$ cat src/rtl/tscap_pkg.sv
package tscap_pkg;
   localparam int TSC_PORT_FIELD_W = 3;
   localparam int TSC_PIN_FIELD_W  = 3;
   localparam int TSC_SEL_BYTE_W   = 8;

   typedef struct packed {
      logic [TSC_PORT_FIELD_W-1:0] port;
      logic [TSC_PIN_FIELD_W-1:0]  pin;
   } tsc_sel_t;
endpackage

$ cat src/rtl/tscap_sync.sv
module tscap_sync #(
   parameter int W      = 32,
   parameter int STAGES = 2
) (
   input  logic         clk,
   input  logic         rst_n,
   input  logic [W-1:0] din,
   output logic [W-1:0] dout
);
   if (STAGES < 2) begin : g_bad_stages
      $error("tscap_sync: STAGES must be at least 2");
   end

   logic [W-1:0] stage_q [STAGES];

   for (genvar s = 0; s < STAGES; s++) begin : g_stage
      if (s == 0) begin : g_first
         always_ff @(posedge clk) begin
            if (!rst_n) stage_q[0] <= '0;
            else        stage_q[0] <= din;
         end
      end else begin : g_next
         always_ff @(posedge clk) begin
            if (!rst_n) stage_q[s] <= '0;
            else        stage_q[s] <= stage_q[s-1];
         end
      end
   end

   assign dout = stage_q[STAGES-1];
endmodule

$ cat src/rtl/tscap_pin_mux.sv
module tscap_pin_mux
   import tscap_pkg::*;
#(
   parameter int NUM_PORTS      = 4,
   parameter int PORT_W         = 8,
   parameter bit ZERO_PIN_VALID = 1'b0
) (
   input  logic [NUM_PORTS*PORT_W-1:0] pins,
   input  tsc_sel_t                    sel,
   output logic                        pin_val,
   output logic                        sel_ok
);
   localparam int TOTAL = NUM_PORTS * PORT_W;
   localparam int IDX_W = $clog2(TOTAL);

   if ($clog2(PORT_W) > TSC_PIN_FIELD_W) begin : g_bad_pin
      $error("tscap_pin_mux: PORT_W too wide for pin field");
   end
   if (NUM_PORTS > (1 << TSC_PORT_FIELD_W)) begin : g_bad_port
      $error("tscap_pin_mux: NUM_PORTS too large for port field");
   end

   logic port_ok, pin_ok;
   logic [IDX_W-1:0] idx;

   assign port_ok = int'(sel.port) < NUM_PORTS;

   if (ZERO_PIN_VALID) begin : g_pin_any
      assign pin_ok = int'(sel.pin) < PORT_W;
   end else begin : g_pin_nonzero
      assign pin_ok = (sel.pin != '0) && (int'(sel.pin) < PORT_W);
   end

   assign sel_ok = port_ok & pin_ok;
   assign idx    = IDX_W'(int'(sel.port) * PORT_W + int'(sel.pin));
   assign pin_val = sel_ok & pins[idx];

   // a zero pin number never reaches the edge detector
   always_comb begin
      if (!ZERO_PIN_VALID && sel.pin == '0) begin
         p_pin_zero_quiet_r3: assert (!pin_val);
      end
   end
endmodule

$ cat src/rtl/tscap_capture.sv
module tscap_capture #(
   parameter int CNT_W = 32
) (
   input  logic             clk,
   input  logic             rst_n,
   input  logic             pin_val,
   input  logic             sel_ok,
   input  logic             sel_wr,
   input  logic             clr,
   input  logic [CNT_W-1:0] count_in,
   output logic [CNT_W-1:0] cap_q,
   output logic             cap_valid
);
   logic prev_q, hist_ok_q, rise;

   assign rise = hist_ok_q & pin_val & ~prev_q;

   always_ff @(posedge clk) begin
      if (!rst_n) begin
         prev_q    <= 1'b0;
         hist_ok_q <= 1'b0;
         cap_valid <= 1'b0;
         cap_q     <= '0;
      end else begin
         prev_q    <= pin_val;
         hist_ok_q <= ~sel_wr;
         if (clr) begin
            cap_valid <= 1'b0;
         end else if (rise && sel_ok && !cap_valid) begin
            cap_valid <= 1'b1;
            cap_q     <= count_in;
         end
      end
   end

   p_rise_needs_pin_r4: assert property (@(posedge clk) disable iff (!rst_n)
      $rose(cap_valid) |-> $past(pin_val));
   p_clear_wins_r5: assert property (@(posedge clk) disable iff (!rst_n)
      clr |=> !cap_valid);
   p_hold_oneshot_r6: assert property (@(posedge clk) disable iff (!rst_n)
      (cap_valid && !clr) |=> (cap_valid && $stable(cap_q)));
   p_inhibit_r2: assert property (@(posedge clk) disable iff (!rst_n)
      (!sel_ok && !cap_valid) |=> !cap_valid);
endmodule

$ cat src/rtl/tscap_unit.sv
module tscap_unit
   import tscap_pkg::*;
#(
   parameter int NUM_PORTS      = 4,
   parameter int PORT_W         = 8,
   parameter int CNT_W          = 32,
   parameter int BYTE_W         = 8,
   parameter int SYNC_STAGES    = 2,
   parameter bit ZERO_PIN_VALID = 1'b0,
   localparam int NUM_BYTES     = CNT_W / BYTE_W,
   localparam int RD_W          = (NUM_BYTES > 1) ? $clog2(NUM_BYTES) : 1
) (
   input  logic                        clk,
   input  logic                        rst_n,
   input  logic [NUM_PORTS*PORT_W-1:0] gpio_in,
   input  logic [CNT_W-1:0]            count_in,
   input  logic                        sel_wr,
   input  logic [TSC_SEL_BYTE_W-1:0]   sel_wdata,
   input  logic                        clr_valid,
   input  logic [RD_W-1:0]             rd_idx,
   output logic [BYTE_W-1:0]           rd_byte,
   output logic                        capture_valid
);
   localparam int SEL_W = TSC_PORT_FIELD_W + TSC_PIN_FIELD_W;

   if (CNT_W % BYTE_W != 0) begin : g_bad_bytes
      $error("tscap_unit: CNT_W must be a multiple of BYTE_W");
   end

   tsc_sel_t                    sel_q;
   logic [NUM_PORTS*PORT_W-1:0] pins_sync;
   logic                        pin_val, sel_ok;
   logic [CNT_W-1:0]            cap_q;
   logic [BYTE_W-1:0]           byte_arr [NUM_BYTES];
   logic                        unused_sel_hi;

   assign unused_sel_hi = ^sel_wdata[TSC_SEL_BYTE_W-1:SEL_W];

   always_ff @(posedge clk) begin
      if (!rst_n)      sel_q <= '0;
      else if (sel_wr) sel_q <= tsc_sel_t'(sel_wdata[SEL_W-1:0]);
   end

   tscap_sync #(.W(NUM_PORTS*PORT_W), .STAGES(SYNC_STAGES)) u_sync (
      .clk(clk), .rst_n(rst_n), .din(gpio_in), .dout(pins_sync));

   tscap_pin_mux #(.NUM_PORTS(NUM_PORTS), .PORT_W(PORT_W),
                   .ZERO_PIN_VALID(ZERO_PIN_VALID)) u_mux (
      .pins(pins_sync), .sel(sel_q), .pin_val(pin_val), .sel_ok(sel_ok));

   tscap_capture #(.CNT_W(CNT_W)) u_cap (
      .clk(clk), .rst_n(rst_n), .pin_val(pin_val), .sel_ok(sel_ok),
      .sel_wr(sel_wr), .clr(clr_valid), .count_in(count_in),
      .cap_q(cap_q), .cap_valid(capture_valid));

   for (genvar b = 0; b < NUM_BYTES; b++) begin : g_byte
      assign byte_arr[b] = cap_q[b*BYTE_W +: BYTE_W];
   end

   assign rd_byte = (int'(rd_idx) < NUM_BYTES) ? byte_arr[rd_idx] : '0;

   p_sel_quiet_r8: assert property (@(posedge clk) disable iff (!rst_n)
      ($past(sel_wr) && !capture_valid) |=> !capture_valid);
endmodule

$ cat config.mk
export PLATFORM = sky130hd
export DESIGN_NAME = tscap_unit
export DESIGN_NICKNAME = d
export VERILOG_FILES = /design/src/rtl/tscap_pkg.sv /design/src/rtl/tscap_sync.sv /design/src/rtl/tscap_pin_mux.sv /design/src/rtl/tscap_capture.sv /design/src/rtl/tscap_unit.sv
export SDC_FILE = /design/constraint.sdc
export NUM_CORES = 1
export LEC_CHECK = 0
export ABC_AREA = 1
export ABC_CLOCK_PERIOD_IN_PS = 2160
export BUFFER_PORTS_ARGS = -buffer_cell sky130_fd_sc_hd__buf_2
export CORE_MARGIN = 2
export CORE_UTILIZATION = 29
export DETAILED_ROUTE_END_ITERATION = 8
export PLACE_DENSITY_LB_ADDON = 0.2
export SKIP_CTS_REPAIR_TIMING = 1
export SLEW_MARGIN = 20
export SYNTH_ARGS = -nofsm -noshare
export SYNTH_HDL_FRONTEND = slang
export SYNTH_HIERARCHICAL = 1
export SYNTH_SLANG_ARGS = --single-unit
$ cat constraint.sdc
create_clock -name clk -period 2.16 [get_ports clk]
set_input_delay 0.324 -clock clk [delete_from_list [all_inputs] [get_ports clk]]
set_output_delay 0.324 -clock clk [all_outputs]
set_load 0.05 [all_outputs]
==> results.toml <==
[logic_synthesis]
synth_simple_gate_area_share_pct = 30.5
synth_top_family_by_area = "simple AND/OR/NAND/NOR gates"
syn_nets = 777
synth_adder_area_share_pct = 0
mappedNetlistArea_sq_um = 4640
ys_warn_count = 6
synth.distinct_cells = 23
synthXorXnorAreaFrac_pct = 0
ys_ff_latch = 105
yosysTopAreaCell = "dfxtp_1"
yosysTopAreaCellShare_pct = 45.3
synth_cells = 699
avgSynthCellArea_sq_um = 6.64
seq_area_frac_synth_pct = 45.3
ys_top_cells_by_area = "dfxtp_1 (45%), inv_1 (18%), nand2_1 (17%), nand3_1 (4.3%), nand4_1 (4.3%)"
synth_compound_area_share_pct = 1.21
synth_mux_area_share_pct = 0

[setup_path]
critPathMaxStageDelay_ns = 0.43
critPathRequiredTime_ns = 2.42
endpoint_kind = "flop"
critPathKind = "flop to flop"
cpMaxStageDelayCell = "dfxtp_4"
path_cells = "clkbuf_16 > or2_1 > nand3_1 > nand3_2 > nand3_2 > nand3_2 > nand2_1 > nor2_2 > nand2_2 > nor2_4 > buf_4 > buf_12 > nand4_1 > nand2_1 > nor2_1"
path_common_cell = "nand3_2"
worst_setup_path_start_kind = "flop"
critPathMaxFanout = 16
worst_ep_arrival_time_ns = 2.34

[floorplanning]
core_area_sq_um = 15800
die_h_um = 130
io_pins = 87
fp.dieW_um = 130
dieArea_sq_um = 17000
rows = 46
start_util_pct = 29.4

[timing]
drv_slew = 0
rsz0062_at_grt = "true"
fin_worst_skew_ns = 0.00825
fin_crit_sh_pct = 96.5
fin_ws_ns = 0.0764
setup_violations = 0
finalHoldViolCount = 0
min_period_ns = 2.08
max_freq_mhz = 480
hold_ws_ns = 0.145
maxSlewHeadroom_pct = 68.2
tightest_slew_ns = 0.474

[grt]
grt_pass1_vias = 3411
met1_usage_pct = 15.5
met3_usage_pct = 2.61
grt_use_met2_pct = 18.5
grt_use_total_pct = 12.0
grt_pass1_wl_mm = 15.6
grt_busiest_layer = "met2"
grt_overflow = 0
antenna_found_initial = 1
grt_max_degree = 48

[detailed_routing]
drcViolationCount = 0
via_per_inst = 3.87
wire_per_inst_um = 10.1
totalWireLength_mm = 10.2
ant_nets = 0
via_count = 3927
first_pass_iters = 4
drt_iter0_markers = 154

[placed_design]
dp_hpwl_mm = 6.84
gp_congestion = 0.730
pre_cts_ws_ns = -0.0853
numPortBuffers = 84

[layout]
final_net_count = 872
fill_cells = 1777
final_common_cell = "inv_1"
layout-drive-gt1-share_pct = 19.7
antenna_cells = 0
final_cell_mix = "inv_1 (218), nand2_1 (199), dfxtp_1 (104)"
area_delta_synth_final_pct = 25.8

[clock_tree]
clock-root-buffer = "clkbuf_16"
cts.sinks = 105
clk_path_buf_depth = 2
cts_tree = "yes"
clk_pin_slew_ns = 0.07
numCtsBuffers = 9
cts_htree_levels = 3
clkLatencyLatePin_ns = 0.36

[hold_path]
min_path_type = "input pin to flop"

[power]
peakVddDrop_mv = 0.364
pwr_density_cell_nw_per_um2 = 708
p_leak_uw = 0.00332
finalPower_uw = 4130

[flow_run]
cap_violations = 0

[status]
run_status = "finished clean"
[state kept, by name, indices dropped and copies added, names as in the netlist]
| register | count |
|---|---|
| u_cap/hist_ok_q | 1 |
| u_cap/prev_q | 1 |
| u_cap/cap_q | 32 |
| u_sync/stage_q | 64 |
| u_cap/cap_valid | 1 |
| sel_q | 6 |
[final timing paths]
check	from	end	slack (ns)	depth (start not counted)
min reg2reg	u_sync/stage_q[0][30]	u_sync/stage_q[1][30]	0.41	2
max reg2reg	sel_q[0]	u_cap/cap_q[20]	0.08	15
min	gpio_in[16]	u_sync/stage_q[0][16]	0.14	3
max	sel_q[0]	u_cap/cap_q[20]	0.08	15
[layout make-up]
cell class | count | area (sq um) | area share [%]
clock buffers | 9 | 225 | 3.86
clock inverters | 6 | 61.3 | 1.05
inverters | 222 | 842 | 14.4
multi-input cells | 342 | 1540 | 26.5
flip-flops and latches | 105 | 2110 | 36.1
well taps | 216 | 270 | 4.63
repair buffers | 114 | 787 | 13.5
[metal layers]
layer | vias up | wire [um]
li1 | 2169 | -
met1 | 1659 | 5080
met2 | 76 | 4370
met3 | 21 | 462
met4 | 2 | 280
met5 | - | 11
[stage by stage]
step / util, % / instances / TNS [ns] / instance area, sq um
after detailed placement: 33.8 / 991 / -1.92 / 5330
after floorplan: - / 699 / 0 / 4640
final: 37.0 / 1014 / 0 / 5840
after global routing: 37.0 / 1014 / -1.53 / 5840
after global placement: 33.8 / 991 / -1.21 / 5330
after CTS: 35.6 / 1006 / -2.41 / 5610
[cells by family (layout without fill, tap and decap cells)]
group	Yosys count	count (layout)
AOI/OAI and AO/OA	10	10
buffers and inverters	252	351
DFF	105	105
and+or+nand+nor	332	332
[where the power goes]
group / internal, uW / switching [uW] / total (uW)
registers: 2010 / 27.3 / 2040
logic: 208 / 300 / 508
clock network: 804 / 783 / 1590
total: 3020 / 1110 / 4130
[cell usage after synthesis, drive strengths merged]
library cell,count
nand4,32
nor2,50
buf,26
o21ai,6
nand3,41
inv,220
or2,5
a31oi,1
clkinv,2
a21oi,1
o211ai,2
clkbuf,4
nand2,204
dfxtp,105
[critical path, delay by kind of cell, from the launching register on]
family        cells  cell delay, ns
buf+inv           3            0.46
simple gates     12            1.11
flops             1            0.43
No activity file was read; power rests on OpenSTA's default activity.
